[config.mk]
export PLATFORM = sky130hd
export DESIGN_NAME = boot_mode_guard
export DESIGN_NICKNAME = d
export VERILOG_FILES = /design/src/rtl/boot_mode_pkg.sv /design/src/rtl/bmg_write_policy.sv /design/src/rtl/bmg_mode_store.sv /design/src/rtl/bmg_flag_decode.sv /design/src/rtl/boot_mode_guard.sv
export SDC_FILE = /design/constraint.sdc
export NUM_CORES = 1
export LEC_CHECK = 0
export ABC_CLOCK_PERIOD_IN_PS = 1100
export BUFFER_PORTS_ARGS = -buffer_cell sky130_fd_sc_hd__buf_4
export CORE_AREA = 2 2 39 41
export CTS_CLUSTER_DIAMETER = 200
export DETAILED_ROUTE_END_ITERATION = 12
export DIE_AREA = 0 0 41 43
export PLACE_DENSITY_LB_ADDON = 0.08
export SLEW_MARGIN = 0
export SYNTH_ARGS = -nofsm -noshare
export SYNTH_HDL_FRONTEND = slang
export SYNTH_SLANG_ARGS = --single-unit
[constraint.sdc]
create_clock -name clk -period 1.1 [get_ports clk]
set_input_delay 0.11 -clock clk [delete_from_list [all_inputs] [get_ports clk]]
set_output_delay 0.11 -clock clk [all_outputs]
set_load 0.1 [all_outputs]
[src/rtl/boot_mode_pkg.sv]
package boot_mode_pkg;
   localparam int unsigned MODE_W = 3;

   typedef enum logic [MODE_W-1:0] {
      M_SPC_SINGLE = 3'b000,
      M_EMU_NARROW = 3'b001,
      M_SPC_TEST   = 3'b010,
      M_EMU_WIDE   = 3'b011,
      M_NRM_SINGLE = 3'b100,
      M_NRM_NARROW = 3'b101,
      M_PERIPH     = 3'b110,
      M_NRM_WIDE   = 3'b111
   } mode_e;

   typedef struct packed {
      logic special;
      logic normal;
      logic emulation;
      logic expanded;
      logic wide;
      logic single;
   } mode_flags_t;
endpackage

[src/rtl/bmg_write_policy.sv]
// Decides whether a software write is allowed and which value it would produce.
module bmg_write_policy #(
   parameter int unsigned   MODE_W    = 3,
   parameter logic [MODE_W-1:0] FORBID_CODE = 3'b110,
   parameter logic [MODE_W-1:0] ONCE_CODE   = 3'b100,
   parameter logic [MODE_W-1:0] ONCE_MASK   = 3'b011
) (
   input  logic [MODE_W-1:0] cur_mode,
   input  logic              once_used,
   input  logic [MODE_W-1:0] wr_data,
   output logic              accept,
   output logic              consume_once,
   output logic [MODE_W-1:0] target
);
   import boot_mode_pkg::*;

   logic free_class;
   logic once_class;

   always_comb begin
      free_class = (cur_mode == MODE_W'(M_SPC_SINGLE)) ||
                   (cur_mode == MODE_W'(M_SPC_TEST));
      once_class = (cur_mode == ONCE_CODE);
      if (free_class)
         target = wr_data;
      else
         target = (wr_data & ONCE_MASK) | (cur_mode & ~ONCE_MASK);
      accept       = (free_class || (once_class && !once_used)) &&
                     (target != FORBID_CODE);
      consume_once = accept && once_class;
   end
endmodule

[src/rtl/bmg_mode_store.sv]
// Mode register: follows the pins during reset, software-updated afterwards.
module bmg_mode_store #(
   parameter int unsigned MODE_W = 3
) (
   input  logic              clk,
   input  logic              rst_n,
   input  logic [MODE_W-1:0] pins,
   input  logic              wr_en,
   input  logic              accept,
   input  logic              consume_once,
   input  logic [MODE_W-1:0] target,
   output logic [MODE_W-1:0] mode_q,
   output logic              once_q
);
   always_ff @(posedge clk) begin
      if (!rst_n)
         mode_q <= pins;
      else if (wr_en && accept)
         mode_q <= target;
   end

   always_ff @(posedge clk or negedge rst_n) begin
      if (!rst_n)
         once_q <= 1'b0;
      else if (wr_en && consume_once)
         once_q <= 1'b1;
   end
endmodule

[src/rtl/bmg_flag_decode.sv]
// Turns the mode code into class and bus flags; optionally registered.
module bmg_flag_decode #(
   parameter int unsigned MODE_W   = 3,
   parameter bit          FLAG_REG = 1'b0
) (
   input  logic                       clk,
   input  logic                       rst_n,
   input  logic [MODE_W-1:0]          mode,
   output boot_mode_pkg::mode_flags_t flags
);
   import boot_mode_pkg::*;

   mode_flags_t raw;

   always_comb begin
      raw           = '0;
      raw.special   = (mode == MODE_W'(M_SPC_SINGLE)) || (mode == MODE_W'(M_SPC_TEST));
      raw.emulation = (mode == MODE_W'(M_EMU_NARROW)) || (mode == MODE_W'(M_EMU_WIDE));
      raw.normal    = (mode == MODE_W'(M_NRM_SINGLE)) || (mode == MODE_W'(M_NRM_NARROW)) ||
                      (mode == MODE_W'(M_NRM_WIDE));
      raw.expanded  = mode[0];
      raw.wide      = mode[0] & mode[1];
      raw.single    = (mode == MODE_W'(M_SPC_SINGLE)) || (mode == MODE_W'(M_NRM_SINGLE));
   end

   generate
      if (FLAG_REG) begin : g_reg
         always_ff @(posedge clk or negedge rst_n) begin
            if (!rst_n) flags <= '0;
            else        flags <= raw;
         end
      end else begin : g_comb
         assign flags = raw;
      end
   endgenerate
endmodule

[src/rtl/boot_mode_guard.sv]
module boot_mode_guard #(
   parameter int unsigned       MODE_W      = 3,
   parameter logic [MODE_W-1:0] FORBID_CODE = 3'b110,
   parameter logic [MODE_W-1:0] ONCE_CODE   = 3'b100,
   parameter logic [MODE_W-1:0] ONCE_MASK   = 3'b011,
   parameter bit                FLAG_REG    = 1'b0
) (
   input  logic              clk,
   input  logic              rst_n,
   input  logic [MODE_W-1:0] mode_pins,
   input  logic              wr_en,
   input  logic [MODE_W-1:0] wr_data,
   output logic [MODE_W-1:0] mode,
   output logic              special_mode,
   output logic              normal_mode,
   output logic              emulation_mode,
   output logic              expanded_bus,
   output logic              wide_bus,
   output logic              single_chip
);
   import boot_mode_pkg::*;

   localparam int unsigned CODES = 1 << MODE_W;

   generate
      if (MODE_W != boot_mode_pkg::MODE_W) begin : g_bad_width
         $error("boot_mode_guard: MODE_W must equal the package mode width");
      end
      if (int'(FORBID_CODE) >= CODES || ONCE_MASK == '0) begin : g_bad_codes
         $error("boot_mode_guard: forbidden code or once mask out of range");
      end
   endgenerate

   logic              accept;
   logic              consume_once;
   logic [MODE_W-1:0] target;
   logic              once_q;
   mode_flags_t       flags;

   bmg_write_policy #(
      .MODE_W(MODE_W), .FORBID_CODE(FORBID_CODE),
      .ONCE_CODE(ONCE_CODE), .ONCE_MASK(ONCE_MASK)
   ) u_policy (
      .cur_mode(mode), .once_used(once_q), .wr_data(wr_data),
      .accept(accept), .consume_once(consume_once), .target(target)
   );

   bmg_mode_store #(.MODE_W(MODE_W)) u_store (
      .clk(clk), .rst_n(rst_n), .pins(mode_pins), .wr_en(wr_en),
      .accept(accept), .consume_once(consume_once), .target(target),
      .mode_q(mode), .once_q(once_q)
   );

   bmg_flag_decode #(.MODE_W(MODE_W), .FLAG_REG(FLAG_REG)) u_decode (
      .clk(clk), .rst_n(rst_n), .mode(mode), .flags(flags)
   );

   assign special_mode   = flags.special;
   assign normal_mode    = flags.normal;
   assign emulation_mode = flags.emulation;
   assign expanded_bus   = flags.expanded;
   assign wide_bus       = flags.wide;
   assign single_chip    = flags.single;
endmodule

==> metrics.txt <==
# TYPE chip_impl_metric gauge
chip_impl_info{name="outcome",value="complete, but fails checks"} 1
chip_impl_info{name="failing_checks",value="setup timing"} 1
chip_impl_metric{name="sw_frac_of_total",unit=""} 0.4277
chip_impl_metric{name="multiInputGateArea",unit="um^2"} 152.6
chip_impl_metric{name="final_antenna_net_count",unit=""} 0
chip_impl_metric{name="timing.critical_path.fanout_max",unit=""} 4
chip_impl_metric{name="synthesis.area_per_instance",unit="um^2"} 9.957
chip_impl_metric{name="timing_max_transition_violations_final",unit=""} 0
chip_impl_metric{name="clock_latency",unit="ns"} 0.24
chip_impl_info{name="setup_repair_after_global_routing_missed_its_margin",value="yes"} 1
chip_impl_metric{name="final.period_utilization",unit=""} 1.149
chip_impl_metric{name="clkTransAtPathRegs",unit="ns"} 0.04
chip_impl_metric{name="first_iter_violations",unit=""} 1
chip_impl_metric{name="power_frac_clock",unit=""} 0.239
chip_impl_info{name="holdCritStartpoint",value="mode_pins[1]"} 1
chip_impl_metric{name="max_freq",unit="GHz"} 0.7912
chip_impl_metric{name="post-route-min-period",unit="ns"} 1.264
chip_impl_metric{name="clock_sink_count",unit=""} 4
chip_impl_metric{name="syn2layout_area_growth",unit="%"} 150.8
chip_impl_info{name="crit_path_top_delay_cell",value="sky130_fd_sc_hd__edfxtp_1"} 1
chip_impl_metric{name="globalRoute.totalOverflow",unit=""} 0
chip_impl_metric{name="synthesis.instances",unit=""} 24
chip_impl_metric{name="share_seq_of_total_power",unit=""} 0.228
chip_impl_metric{name="final-hold-violation-count",unit=""} 0
chip_impl_info{name="worst_r2r_end",value="u_store.mode_q[2]"} 1
chip_impl_info{name="timing.rr.start",value="u_store.mode_q[2]"} 1
chip_impl_metric{name="timing_worst_slew_pin_value",unit="ns"} 0.2791
chip_impl_metric{name="dp.final_hpwl",unit="um"} 572.5
chip_impl_metric{name="timing.reg2reg.worst_path_depth",unit=""} 4
chip_impl_metric{name="power.combinational.fraction",unit=""} 0.533
chip_impl_metric{name="antenna_found_initial",unit=""} 0
chip_impl_metric{name="final.setup_skew",unit="ns"} 0.004251
chip_impl_metric{name="area.sequential",unit="um^2"} 115.1
chip_impl_metric{name="dp_worst_setup_slack",unit="ns"} -0.007047
chip_impl_metric{name="slew-limit-headroom",unit=""} 0.8155
chip_impl_metric{name="regToRegSetupSlack",unit="ns"} -0.08
chip_impl_metric{name="max-vdd-ir-drop",unit="V"} 0.0004857
chip_impl_info{name="clock-root-buffer",value="sky130_fd_sc_hd__clkbuf_4"} 1
chip_impl_metric{name="port_buffers",unit=""} 17
chip_impl_metric{name="antennaDiodeCount",unit=""} 0
chip_impl_metric{name="final_cells",unit=""} 67
chip_impl_metric{name="die_w",unit="um"} 41
chip_impl_metric{name="synth_sequential_area_ratio",unit=""} 0.4817
chip_impl_info{name="critical_path.startpoint_type",value="flip-flop"} 1
chip_impl_metric{name="floorplan.initialDensity",unit=""} 0.1727
chip_impl_metric{name="cp.required",unit="ns"} 0.99
chip_impl_metric{name="post-route-worst-setup-slack",unit="ns"} -0.1640
chip_impl_metric{name="detail_route.drc_violations",unit=""} 0
chip_impl_metric{name="power.net_switching",unit="mW"} 0.3621
chip_impl_metric{name="critPathMaxStageDelay",unit="ns"} 0.44
chip_impl_metric{name="crit_cells",unit=""} 3
chip_impl_info{name="cts_tree",value="yes"} 1
chip_impl_metric{name="power_density",unit="mW/mm^2"} 1413
chip_impl_metric{name="postRouteWirelength",unit="um"} 652
chip_impl_metric{name="post_drt_via_cell_ratio",unit=""} 4.075
chip_impl_metric{name="drv.max_cap_violation_count",unit=""} 0
chip_impl_info{name="startpoint",value="u_store.mode_q[0]"} 1
chip_impl_metric{name="globalRouteTotalUtil",unit=""} 0.09173
chip_impl_metric{name="grt_first_pass_wirelength",unit="mm"} 1.035
chip_impl_metric{name="placeable_core_area",unit="mm^2"} 0.001384
chip_impl_metric{name="maximum_number_of_pins_on_one_net_before_global_route_repair",unit=""} 7
chip_impl_info{name="min_path_type",value="primary input to flip-flop"} 1
chip_impl_metric{name="dp_cells",unit=""} 60
chip_impl_metric{name="power.leakage",unit="nW"} 0.2598
chip_impl_info{name="setup.worst_path.end_class",value="output port"} 1
chip_impl_metric{name="holdPathStages",unit=""} 2
chip_impl_info{name="hold_path_end",value="u_store.mode_q[1]"} 1
chip_impl_metric{name="timing.critical_path.arrival",unit="ns"} 1.15
chip_impl_metric{name="synth_nets",unit=""} 33
chip_impl_metric{name="post_route_cells_drive_above_1_share",unit=""} 0.7451
chip_impl_metric{name="dieArea",unit="mm^2"} 0.001763
chip_impl_metric{name="place.gp.congestion",unit=""} 0.6436
chip_impl_metric{name="internal_power",unit="mW"} 0.4846
chip_impl_metric{name="synth_area",unit="um^2"} 239.0
chip_impl_metric{name="wl_per_cell",unit="um"} 9.731
chip_impl_metric{name="chipHeight",unit="um"} 43
chip_impl_metric{name="fp-row-count",unit=""} 14
chip_impl_metric{name="cts_inserted_buffers",unit=""} 3
chip_impl_metric{name="clk_path_buf_depth",unit=""} 2
chip_impl_metric{name="synth_cell_types",unit=""} 14
chip_impl_metric{name="fill_cells",unit=""} 142
chip_impl_metric{name="num_io_pins",unit=""} 18
chip_impl_metric{name="via_count_of_the_first_global_routing_pass",unit=""} 265
chip_impl_info{name="setup.worst_path.class",value="flip-flop to output port"} 1
chip_impl_metric{name="nNetsFinal",unit=""} 61
chip_impl_metric{name="postSynthRegisterBits",unit=""} 4
chip_impl_metric{name="yosysWarnings",unit=""} 0
chip_impl_metric{name="cts.htree.levels",unit=""} 1
chip_impl_metric{name="vias",unit=""} 273
chip_impl_info{name="crit_path_cell_trace",value="buf_4 -> nor2_4 -> buf_12"} 1
chip_impl_metric{name="finalSetupViolations",unit=""} 11
chip_impl_metric{name="timing.critical_path.buf_inv",unit=""} 2
chip_impl_info{name="cell_type_group_with_the_largest_total_delay_on_the_critical_path",value="flip-flops"} 1
chip_impl_metric{name="detail_route.first_pass.iterations",unit=""} 4
-- cells by family after synthesis --
kind of cell | after synthesis | synth area share
flops | 4 | 0.4817
mux | 2 | 0.09423
compound gates | 6 | 0.1885
buf+inv | 3 | 0.06285
simple gates | 9 | 0.1728
-- cell type report --
| class | count | area share |
|---|---|---|
| Clock buffer | 4 | 0.04384 |
| Sequential cell | 4 | 0.1921 |
| Inverter | 2 | 0.01253 |
| Tap cell | 16 | 0.03340 |
| Multi-Input combinational cell | 17 | 0.2547 |
| Timing Repair Buffer | 24 | 0.4635 |
-- power by group through the flow --
stage / combinational [mW] / sequential, mW / clock [mW]
floorplan: 0.199 / 0.269 / 0
global placement: 0.367 / 0.195 / 0
detailed placement: 0.368 / 0.195 / 0
CTS: 0.443 / 0.194 / 0.215
global route: 0.469 / 0.195 / 0.221
finish: 0.451 / 0.193 / 0.203
-- flip-flops by register name, indices dropped and copies added, names as in the netlist --
| name | flops |
|---|---|
| u_store.once_q | 1 |
| u_store.mode_q | 3 |
-- cell usage after synthesis, drive strengths merged --
cell type	n	share of area
edfxtp	3	0.38
nor2	6	0.094
mux2	2	0.094
a21oi	2	0.042
a21boi	1	0.031
o211ai	1	0.052
nor2b	1	0.037
dfrtp	1	0.10
buf	1	0.031
a41o	1	0.042
inv	2	0.031
o21ai	1	0.021
nand2b	1	0.026
nand2	1	0.016
-- placed cells by master (no fill, tap or decap) --
master and instances:
sky130_fd_sc_hd__buf_4 14, sky130_fd_sc_hd__buf_12 7, sky130_fd_sc_hd__nor2_4 4, sky130_fd_sc_hd__clkbuf_4 3
sky130_fd_sc_hd__edfxtp_1 3, sky130_fd_sc_hd__nor2_1 2, sky130_fd_sc_hd__inv_2 2, sky130_fd_sc_hd__a21oi_1 2
sky130_fd_sc_hd__mux2_2 2, sky130_fd_sc_hd__buf_6 2, sky130_fd_sc_hd__nand2b_1 1, sky130_fd_sc_hd__nor2b_2 1
sky130_fd_sc_hd__o21ai_1 1, sky130_fd_sc_hd__o211ai_2 1, sky130_fd_sc_hd__nand2_2 1, sky130_fd_sc_hd__a21boi_4 1
sky130_fd_sc_hd__a41o_1 1, sky130_fd_sc_hd__clkbuf_1 1, sky130_fd_sc_hd__dlygate4sd3_1 1, sky130_fd_sc_hd__dfrtp_1 1
-- worst max-delay path by stage --
stage / endpoint / slack (ns)
after floorplan: normal_mode / -0.90
after global placement: emulation_mode / -0.005
after detailed placement: emulation_mode / -0.007
after CTS: single_chip / -0.18
after global routing: single_chip / -0.21
final: single_chip / -0.16
-- metrics by stage --
stage	hold slack (ns)	power, mW	setup TNS (ns)	area [um^2]	utilization
finish	0.1746	0.8467	-1.155	599.3	0.4331
global route	0.1683	0.8845	-1.778	599.3	0.4331
CTS	0.1676	0.8515	-1.115	583.1	0.4213
detailed placement	-0.08119	0.5627	-0.02206	442.9	0.3201
global placement	-0.08233	0.5614	-0.004548	442.9	0.3201
floorplan	-0.1856	0.4687	-7.620	272.8	-
-- per-layer routing --
layer | share of wire | up-vias | track usage
met5 | 0 | - | 0
met4 | 0 | 0 | 0.1000
met3 | 0.081 | 0 | 0.01571
met2 | 0.55 | 16 | 0.1313
met1 | 0.37 | 120 | 0.1010
li1 | - | 137 | -
-- worst register-to-register path, delay by kind of cell (launching register included) --
kind,cells,cell delay [ns]
compound gates,2,0.19
buf+inv,1,0.17
simple gates,1,0.09
flops,1,0.44
-- what timing repair did --
item,4_1_cts,5_1_grt
setup buffers,1,1
resized for setup,23,2
hold buffers,1,0
endpoints found under the setup margin,12,12
endpoints found under the hold margin,1,0
pin swaps,2,1
Power figures use the tool's default switching activity.
